### src/rtl/sat_pkg.sv
package sat_pkg;
  localparam logic [2:0] IDX_COUNT = 3'd0;
  localparam logic [2:0] IDX_MATCH = 3'd1;
  localparam logic [2:0] IDX_LOAD  = 3'd2;
  localparam logic [2:0] IDX_CTRL  = 3'd3;
  localparam logic [2:0] IDX_MSTAT = 3'd4;
  localparam logic [2:0] IDX_RSTAT = 3'd5;
  localparam logic [2:0] IDX_ACK   = 3'd6;
  localparam logic [2:0] IDX_VER   = 3'd7;

  localparam int CTL_IE   = 0;
  localparam int CTL_MASK = 1;
  localparam int CTL_EN   = 2;
  localparam int CTL_WRAP = 3;
  localparam int CTL_W    = 4;

  typedef struct packed {
    logic loadWr;
    logic matchWr;
    logic cntEn;
    logic wrapEn;
  } dpStrobe_t;
endpackage

### src/rtl/sat_dpath.sv
module sat_dpath
  import sat_pkg::*;
#(
  parameter int DATA_W   = 32,
  parameter int PRESCALE = 32768
) (
  input  logic              clk,
  input  logic              rst_n,
  input  dpStrobe_t         strobe,
  input  logic [DATA_W-1:0] wrData,
  output logic [DATA_W-1:0] count,
  output logic [DATA_W-1:0] matchVal,
  output logic [DATA_W-1:0] loadVal,
  output logic              matchSet
);
  localparam int PRE_W = (PRESCALE > 1) ? $clog2(PRESCALE) : 1;
  localparam logic [PRE_W-1:0] PRE_LAST = PRE_W'(PRESCALE - 1);

  logic [PRE_W-1:0]  preCnt;
  logic              tick;
  logic              loadPend;
  logic              wrapArm;
  logic [DATA_W-1:0] nextCount;

  assign tick = strobe.cntEn && (preCnt == PRE_LAST);

  always_ff @(posedge clk) begin
    if (!rst_n)             preCnt <= '0;
    else if (!strobe.cntEn) preCnt <= '0;
    else if (tick)          preCnt <= '0;
    else                    preCnt <= preCnt + 1'b1;
  end

  always_comb begin
    if (loadPend || wrapArm) nextCount = loadVal;
    else                     nextCount = count + 1'b1;
  end

  assign matchSet = tick && (nextCount == matchVal);

  always_ff @(posedge clk) begin
    if (!rst_n) begin
      count    <= '0;
      wrapArm  <= 1'b0;
      loadPend <= 1'b0;
      matchVal <= '0;
      loadVal  <= '0;
    end else begin
      if (tick) begin
        count   <= nextCount;
        wrapArm <= strobe.wrapEn && (nextCount == matchVal);
      end
      if (strobe.loadWr)  loadPend <= 1'b1;
      else if (tick)      loadPend <= 1'b0;
      if (strobe.loadWr)  loadVal  <= wrData;
      if (strobe.matchWr) matchVal <= wrData;
    end
  end

  // count moves only on a tick
  p_step_on_tick_r4: assert property (@(posedge clk) disable iff (!rst_n)
    !tick |=> $stable(count));
  // plain tick increments
  p_incr_r4: assert property (@(posedge clk) disable iff (!rst_n)
    (tick && !loadPend && !wrapArm) |=> (count == $past(count) + 1'b1));
  // pending load applies at the tick
  p_load_apply_r3: assert property (@(posedge clk) disable iff (!rst_n)
    (tick && loadPend) |=> (count == $past(loadVal)));
  // disabled counter holds and prescaler restarts
  p_hold_off_r5: assert property (@(posedge clk) disable iff (!rst_n)
    !strobe.cntEn |=> ((preCnt == '0) && $stable(count)));
endmodule

### src/rtl/sat_ctrl.sv
module sat_ctrl
  import sat_pkg::*;
#(
  parameter int                DATA_W  = 32,
  parameter int                ADDR_W  = 5,
  parameter logic [DATA_W-1:0] VERSION = '0
) (
  input  logic              clk,
  input  logic              rst_n,
  input  logic [ADDR_W-1:0] addr,
  input  logic              wrEn,
  input  logic [DATA_W-1:0] wrData,
  input  logic              rdEn,
  output logic [DATA_W-1:0] rdData,
  output logic              irq,
  output dpStrobe_t         strobe,
  input  logic [DATA_W-1:0] count,
  input  logic [DATA_W-1:0] matchVal,
  input  logic [DATA_W-1:0] loadVal,
  input  logic              matchSet
);
  logic [CTL_W-1:0] ctrlReg;
  logic             rawStat;
  logic             sel;
  logic [2:0]       idx;
  logic             ackRd;
  logic             maskedStat;

  assign sel   = (addr[1:0] == 2'b00) && ((addr >> 5) == '0);
  assign idx   = addr[4:2];
  assign ackRd = rdEn && sel && (idx == IDX_ACK);

  assign strobe.loadWr  = wrEn && sel && (idx == IDX_LOAD);
  assign strobe.matchWr = wrEn && sel && (idx == IDX_MATCH);
  assign strobe.cntEn   = ctrlReg[CTL_EN];
  assign strobe.wrapEn  = ctrlReg[CTL_WRAP];

  assign maskedStat = rawStat && ctrlReg[CTL_IE] && !ctrlReg[CTL_MASK];
  assign irq        = maskedStat;

  always_ff @(posedge clk) begin
    if (!rst_n) begin
      ctrlReg <= '0;
      rawStat <= 1'b0;
    end else begin
      if (wrEn && sel && (idx == IDX_CTRL)) ctrlReg <= wrData[CTL_W-1:0];
      if (matchSet)   rawStat <= 1'b1;
      else if (ackRd) rawStat <= 1'b0;
    end
  end

  always_comb begin
    rdData = '0;
    if (sel) begin
      case (idx)
        IDX_COUNT: rdData = count;
        IDX_MATCH: rdData = matchVal;
        IDX_LOAD:  rdData = loadVal;
        IDX_CTRL:  rdData = {{(DATA_W-CTL_W){1'b0}}, ctrlReg};
        IDX_MSTAT: rdData = {{(DATA_W-1){1'b0}}, maskedStat};
        IDX_RSTAT: rdData = {{(DATA_W-1){1'b0}}, rawStat};
        IDX_ACK:   rdData = '0;
        IDX_VER:   rdData = VERSION;
        default:   rdData = '0;
      endcase
    end
  end

  // a match tick sets raw status
  p_match_sets_r6: assert property (@(posedge clk) disable iff (!rst_n)
    matchSet |=> rawStat);
  // raw status is sticky without acknowledge
  p_sticky_r7: assert property (@(posedge clk) disable iff (!rst_n)
    (rawStat && !ackRd) |=> rawStat);
  // acknowledge read clears unless a new match arrives
  p_ack_clears_r9: assert property (@(posedge clk) disable iff (!rst_n)
    (ackRd && !matchSet) |=> !rawStat);
endmodule

### src/rtl/sec_alarm_timer.sv
module sec_alarm_timer
  import sat_pkg::*;
#(
  parameter int                DATA_W   = 32,
  parameter int                ADDR_W   = 5,
  parameter int                PRESCALE = 32768,
  parameter logic [DATA_W-1:0] VERSION  = 32'h0001_0004
) (
  input  logic              clk,
  input  logic              rst_n,
  input  logic [ADDR_W-1:0] bus_addr,
  input  logic              bus_wr,
  input  logic [DATA_W-1:0] bus_wdata,
  input  logic              bus_rd,
  output logic [DATA_W-1:0] bus_rdata,
  output logic              alarm_irq
);
  dpStrobe_t         strobe;
  logic [DATA_W-1:0] count;
  logic [DATA_W-1:0] matchVal;
  logic [DATA_W-1:0] loadVal;
  logic              matchSet;

  sat_ctrl #(.DATA_W(DATA_W), .ADDR_W(ADDR_W), .VERSION(VERSION)) u_ctrl (
    .clk(clk), .rst_n(rst_n), .addr(bus_addr), .wrEn(bus_wr), .wrData(bus_wdata),
    .rdEn(bus_rd), .rdData(bus_rdata), .irq(alarm_irq), .strobe(strobe),
    .count(count), .matchVal(matchVal), .loadVal(loadVal), .matchSet(matchSet)
  );

  sat_dpath #(.DATA_W(DATA_W), .PRESCALE(PRESCALE)) u_dpath (
    .clk(clk), .rst_n(rst_n), .strobe(strobe), .wrData(bus_wdata),
    .count(count), .matchVal(matchVal), .loadVal(loadVal), .matchSet(matchSet)
  );
endmodule

### config.mk
export PLATFORM = sky130hd
export DESIGN_NAME = sec_alarm_timer
export DESIGN_NICKNAME = d
export VERILOG_FILES = /design/src/rtl/sat_pkg.sv /design/src/rtl/sat_dpath.sv /design/src/rtl/sat_ctrl.sv /design/src/rtl/sec_alarm_timer.sv
export SDC_FILE = /design/constraint.sdc
export NUM_CORES = 1
export LEC_CHECK = 0
export BUFFER_PORTS_ARGS = -buffer_cell sky130_fd_sc_hd__buf_4
export CORE_MARGIN = 5
export CORE_UTILIZATION = 55
export DETAILED_ROUTE_END_ITERATION = 10
export PLACE_DENSITY = 0.78
export SLEW_MARGIN = 20
export SYNTH_ARGS = -nofsm -noshare
export SYNTH_HDL_FRONTEND = slang
export SYNTH_SLANG_ARGS = --single-unit
### constraint.sdc
create_clock -name clk -period 7.56 [get_ports clk]
set_input_delay 1.134 -clock clk [delete_from_list [all_inputs] [get_ports clk]]
set_output_delay 1.134 -clock clk [all_outputs]
set_load 0.05 [all_outputs]
==> metrics.md, run 1 <==
| Metric | Value |
|---|---|
| Status | complete, no violations |
| Initial antenna violation count | 0 |
| Die width | 128 um |
| Crit path from | u_dpath.count[0] |
| Avg WL per Cell | 19.6 um |
| Layout Nets | 1121 |
| Worst rel slew slack | 25.9% |
| Placed cell areas | 8170 um^2 |
| Largest area contributor in the netlist | dfxtp_1 |
| Cts hold-fix bufs | 0 |
| Final Util | 63.6% |
| RR Endpoint | u_dpath.wrapArm |
| Maximum clock frequency | 0.244 GHz |
| Synth cell types | 70 |
| Fin area | 8790 um^2 |
| Clock skew | 5.76 ps |
| Syn avg cell area | 7.17 um^2 |
| Share of the synthesized area in the top cell type | 30.6% |
| Routed wire length | 24.9 mm |
| # setup viols final | 0 |
| CP Capture Point | u_dpath.wrapArm |
| Post-DP HPWL | 16.7 mm |
| Reg clk slew, reported paths | 60 ps |
| H-Tree Depth | 4 |
| CTS buffer count | 17 |
| Power Dens Cells | 182 nW/um^2 |
| Critical path's largest stage delay | 740 ps |
| Critical path depth | 9 |
| Worst EP arrival | 4450 ps |
| Row cnt | 43 |
| I/O pins | 74 |
| Fin Setup TNS | 0 ps |
| RSZ-0062 raised after global routing | false |
| Total setup buffers inserted after CTS | 0 |
| Root Buffer | clkbuf_16 |
| Final min period | 4090 ps |
| Ant diodes | 0 |
| Register area share after synthesis | 30.6% |
| Fillcell total | 1225 |
| CTS Sinks | 118 |
| Worst Max-Slew Pin Slew | 1110 ps |
| Non-filler cells, final | 1270 |
| CP bufs+invs | 0 |
| CTS tree | built |
| Crit start category | flip-flop |
| Final Hold Fails | 0 |
| Slew Limit Fails | 0 |
| Tcrit/Tclk final | 54.1% |
| Worst Path Max Fanout | 10 |
| Placed Cells | 1239 |
| Overall routing resource usage | 30.1% |
| DR pass1 iterations | 7 |
| Vias in the first global route | 7211 |
| Area growth syn-to-layout | 14.0% |
| Synth warn | 0 |
| DR iter-0 viols | 1319 |
| Core ar. | 13800 um^2 |
| Routed Antenna Nets | 0 |
| Crit path max-delay family | simple AND/OR/NAND/NOR gates |
| Crit-path slowest cell | or4_1 |
| Leak | 3.11 nW |
| Die area | 16500 um^2 |
| Final Wtd Congestion | 0.960 |
| Ys flop type | dfxtp_1 |
| Number of flops mapped to enable cells by yosys | 0 |
| Largest net degree at the start of global routing | 104 |
| Top cells by area, synth | dfxtp_1 31%, nand2_1 8.7%, a21boi_0 7.2% |
| Critical path class | flip-flop to flip-flop |
| Port Buf Inserts | 73 |
| Cts repair resizes | 0 |
| Via Count | 8144 |
| Remaining DRCs | 0 |
| Vias per inst | 6.41 |
| Mapped Area | 7710 um^2 |
| Clock Latency Late Sink | 420 ps |
| Share of flip-flops with an asynchronous set or reset | 0% |
| Gr ovfl total | 0 |
| Reg2Reg Depth | 9 |
| Starting Density | 55.8% |
| Max-Cap Viols | 0 |
| Worst path cell trace | nand4_2, or4_1, nor3_1, nand2_1, xnor2_1, a2111oi_0, a31oi_1, nor4_2, o2bb2ai_1 |
| Crit path capture type | flip-flop |
| Pwr Total | 0.00160 W |
| CTS Buffer Depth | 2 |
| Max IR drop VDD | 0.148 mV |
| R2r setup slk | 3470 ps |
| Worst path required time | 7920 ps |
| Synth Instances | 1075 |
| First-pass GRT wire length | 39.2 mm |
| Post-Syn Nets | 1118 |
| Yosys reg bits | 118 |
| R2R Path Start | u_dpath.count[0] |
| Hold Path Class | flip-flop to flip-flop |
| Share of cells above drive strength 1 | 12.3% |
| Die span in y | 128 um |
-- cells in the mapped netlist (2+ instances only) --
master,number
xnor2_1,24
o32ai_1,2
nand4_1,21
ha_1,2
buf_2,9
a32oi_1,2
or3_1,9
o2bb2ai_1,18
and2_1,21
a211o_1,3
inv_1,19
or2_2,3
a221oi_1,4
o21ai_0,85
a22oi_1,11
a311oi_1,2
clkbuf_1,81
mux2i_1,13
o221ai_1,3
a21boi_0,74
a21oi_1,43
nand4_2,2
nor3_1,25
xor2_1,38
a211oi_1,5
nor2b_1,16
o22ai_1,11
o311ai_0,3
nor4_2,3
nand2b_1,5
nand2_1,179
o31ai_1,2
buf_1,2
a31oi_1,11
nor4_1,12
a2111oi_0,4
nand3_1,19
dfxtp_1,118
and3_1,14
nor2_1,120
and4_1,8
-- per-layer routing --
metal  up-vias  routed length (um)  global-route usage, %
li1       3769                   -                      -
met1      3750               10500                   42.8
met2       549               10700                   44.5
met3        76                2900                   6.93
met4         0                 782                   11.3
met5         -                   0                      0
-- final cells by class --
type | instances | area, um^2 | area share, %
multi-input cells | 842 | 4910 | 55.9
inverters | 20 | 75.1 | 0.854
well taps | 180 | 225 | 2.56
repair buffers | 79 | 593 | 6.75
clock buffers | 17 | 425 | 4.84
clock inverters | 14 | 200 | 2.28
flip-flops and latches | 118 | 2360 | 26.9
-- worst register-to-register path, stage by stage, from the launching register on --
cell	delay [ps]
dfxtp_1	540
nand4_2	310
or4_1	750
nor3_1	660
nand2_1	190
xnor2_1	220
a2111oi_0	390
a31oi_1	170
nor4_2	630
o2bb2ai_1	170
-- metrics by stage --
stage	setup slack, ps	hold slack (ps)
2_1_floorplan	3470	430
3_3_place_gp	3500	443
3_5_place_dp	3380	455
4_1_cts	3370	470
5_1_grt	3280	500
6_report	3470	463
-- placed cells by master (no fill, tap or decap), types with 12 or more instances in the layout --
cell type | synthesis | layout
nor4_1 | 12 | 12
o2bb2ai_1 | 18 | 18
nand3_1 | 19 | 18
and3_1 | 14 | 14
o21ai_0 | 85 | 85
nor2_1 | 120 | 118
mux2i_1 | 13 | 13
nor2b_1 | 16 | 16
nand2_1 | 179 | 179
buf_4 | 1 | 79
clkbuf_16 | 0 | 17
xor2_1 | 38 | 38
a21boi_0 | 74 | 74
nand4_1 | 21 | 21
nor3_1 | 25 | 25
dfxtp_1 | 118 | 118
a21oi_1 | 43 | 43
inv_1 | 19 | 19
and2_1 | 21 | 21
xnor2_1 | 24 | 24
-- power by group --
part	switching, W	leakage (nW)	total, W	internal [W]
logic	0.0000647	1.86	0.000104	0.0000392
registers	0.00000444	0.951	0.000629	0.000625
clock network	0.000314	0.297	0.000867	0.000553
-- cells by family (layout without fill, tap and decap cells) --
kind of cell               Yosys count  after routing  share of synthesized area [%]
xor gates and xnor gates            62             62                           7.04
AOI/OAI and AO/OA                  293            293                           25.1
DFF                                118            118                           30.6
muxes                               14             14                           1.83
and+or+nand+nor                    471            471                           29.2
buffers and inverters              115            130                           5.91
adders and majority gates            2              2                          0.324
-- how the worst min path moves through the flow --
stage	startpoint	slack [ps]	depth (start not counted)	to
3_3_place_gp	u_dpath.preCnt[0]	440	1	u_dpath.preCnt[0]
5_1_grt	u_dpath.preCnt[0]	500	1	u_dpath.preCnt[0]
2_1_floorplan	u_dpath.preCnt[0]	430	1	u_dpath.preCnt[0]
6_report	u_dpath.preCnt[0]	460	1	u_dpath.preCnt[0]
3_5_place_dp	u_dpath.preCnt[0]	450	1	u_dpath.preCnt[0]
4_1_cts	u_dpath.preCnt[0]	470	1	u_dpath.preCnt[0]
-- registers in the layout (all words and copies together) (netlist names) --
signal            cells
u_ctrl.ctrlReg        4
u_ctrl.rawStat        1
u_dpath.count        32
u_dpath.loadPend      1
u_dpath.loadVal      32
u_dpath.matchVal     32
u_dpath.preCnt       15
u_dpath.wrapArm       1
Note: power is estimated with default switching activity, not from simulation.
==> inputs of run 2 (changes only) <==
clock period = 4.2 ns   (was 7.56 ns; I/O delays follow)
==> run 2 against run 1 <==
  * Global-route usage grew 0.25 points
  * Largest power group unchanged
  * Worst setup slack lost 2800 ps
  * Core utilization is essentially flat
  * Die area unchanged
  * Wire length is 2.1% higher
  * Largest cell class unchanged
  * Register-to-register slack got worse by 2800 ps
  * Sequential share of layout area is essentially flat
  * Sequential power up 80%
  * Clock-buffer cell count rose by 1
  * Total power rose by 72%
  * Sequential cell count unchanged
  * Non-clock buffer count rose by 8
==> metrics.md, run 2 (synthesized netlist as in run 1, its figures left out) <==
| Metric | Value |
|---|---|
| Status | complete, no violations |
| H-Tree Depth | 4 |
| Layout Nets | 1129 |
| Clock Latency Late Sink | 420 ps |
| Clock skew | 9.99 ps |
| CP bufs+invs | 0 |
| Most frequent cells in the layout | 179 x nand2_1, 118 x nor2_1, 118 x dfxtp_1, 87 x buf_4, 85 x o21ai_0 |
| Final Wtd Congestion | 0.996 |
| Reg clk slew, reported paths | 60 ps |
| Crit-path slowest cell | or4_1 |
| Final min period | 3500 ps |
| Vias in the first global route | 7252 |
| Area of the multi-input gates | 4900 um^2 |
| Die width | 128 um |
| Largest net degree at the start of global routing | 104 |
| Hold Path Class | flip-flop to flip-flop |
| DR pass1 iterations | 5 |
| Fin area | 8800 um^2 |
| CTS Buffer Depth | 2 |
| Vias per inst | 6.29 |
| Fillcell total | 1216 |
| CTS tree | built |
| Gr ovfl total | 0 |
| Share of cells above drive strength 1 | 12.9% |
| First-pass GRT wire length | 39.6 mm |
| R2R Path Start | u_dpath.count[3] |
| Final WS setup | 697 ps |
| Final Hold Fails | 0 |
| Ant diodes | 0 |
| Critical path's largest stage delay | 720 ps |
| Routed wire length | 25.5 mm |
| Worst Max-Slew Pin Slew | 901 ps |
| Root Buffer | clkbuf_16 |
| # setup viols final | 0 |
| Critical path class | flip-flop to flip-flop |
| Overall routing resource usage | 30.4% |
| Row cnt | 43 |
| Via Count | 8043 |
| Worst path required time | 4550 ps |
| Area growth syn-to-layout | 14.0% |
| Max-Cap Viols | 0 |
| Leak | 3.12 nW |
| Worst Path Max Fanout | 10 |
| Routed Antenna Nets | 0 |
| Maximum clock frequency | 0.285 GHz |
| Reg area | 2360 um^2 |
| Core ar. | 13800 um^2 |
| Cts repair resizes | 0 |
| Top flop regs | u_dpath.count (32), u_dpath.loadVal (32), u_dpath.matchVal (32) |
| Total setup buffers inserted after CTS | 0 |
| Crit path from | u_dpath.count[3] |
| Max IR drop VDD | 0.299 mV |
| Die span in y | 128 um |
| Crit path max-delay family | simple AND/OR/NAND/NOR gates |
| Cts hold-fix bufs | 0 |
| Pre-CTS setup slack | 837 ps |
| I/O pins | 74 |
| Placed cell areas | 8220 um^2 |
| Remaining DRCs | 0 |
| Initial antenna violation count | 0 |
| Most common cell after layout, fill and taps aside | nand2_1 |
| Worst path cell trace | nand4_2, or4_1, nor3_1, nand2_1, xnor2_1, a2111oi_0, a31oi_1, nor4_2, o2bb2ai_1 |
| CTS buffer count | 17 |
| CTS Sinks | 118 |
| Post-DP HPWL | 17.7 mm |
| Tcrit/Tclk final | 83.4% |
| RSZ-0062 raised after global routing | false |
| Port Buf Inserts | 73 |
| Fin Setup TNS | 0 ps |
| Avg WL per Cell | 19.9 um |
| Crit start category | flip-flop |
| Hold Crit Start | u_dpath.preCnt[0] |
| Worst rel slew slack | 39.9% |
| Starting Density | 55.8% |
| Power Dens Cells | 313 nW/um^2 |
| Die area | 16500 um^2 |
| DR iter-0 viols | 1132 |
| Slew Limit Fails | 0 |
| Crit path capture type | flip-flop |
| Worst EP arrival | 3860 ps |
run 2: cell type report:
| class | instances | share of cell area (%) |
|---|---|---|
| Clock buffer | 18 | 4.99 |
| Sequential cell | 118 | 26.9 |
| Tap cell | 180 | 2.56 |
| Timing Repair Buffer | 87 | 7.43 |
| Multi-Input combinational cell | 842 | 55.7 |
| Inverter | 20 | 0.853 |
| Clock inverter | 14 | 1.59 |
run 2: report_power, final:
| group | internal [W] | switching (W) | total (W) |
|---|---|---|---|
| clock network | 0.000844 | 0.000585 | 0.00143 |
| logic | 0.0000718 | 0.000118 | 0.000190 |
| registers | 0.00112 | 0.00000829 | 0.00113 |
| total | 0.00204 | 0.000711 | 0.00275 |
run 2: worst paths after layout:
check        cells after the start  slack, ps                 to
max                              9        700    u_dpath.wrapArm
min                              1        480  u_dpath.preCnt[0]
max reg2reg                      9        700    u_dpath.wrapArm
min reg2reg                      1        480  u_dpath.preCnt[0]
run 2: worst register-to-register path, cell delays in order, from the launching register on:
cell and delay, ps:
dfxtp_1 500, nand4_2 290, or4_1 720, nor3_1 490, nand2_1 180, xnor2_1 160
a2111oi_0 370, a31oi_1 160, nor4_2 430, o2bb2ai_1 150
run 2: stage by stage:
stage | hold WS [ps] | std cells | utilization (%) | total power [W]
after detailed placement | 465 | 1247 | 59.4 | 0.00134
after floorplan | 430 | 1075 | - | 0.00127
after CTS | 474 | 1279 | 63.6 | 0.00276
final | 478 | 1279 | 63.6 | 0.00275
after global routing | 473 | 1279 | 63.6 | 0.00284
after global placement | 443 | 1247 | 59.4 | 0.00134
run 2: metal layers:
| layer | vias to the layer above | global-route usage, % | part of all wire (%) |
|---|---|---|---|
| met5 | - | 0 | 0 |
| met4 | 0 | 10.5 | 2.4 |
| met3 | 55 | 5.69 | 11 |
| met2 | 482 | 45.0 | 44 |
| met1 | 3716 | 44.2 | 42 |
| li1 | 3790 | - | - |
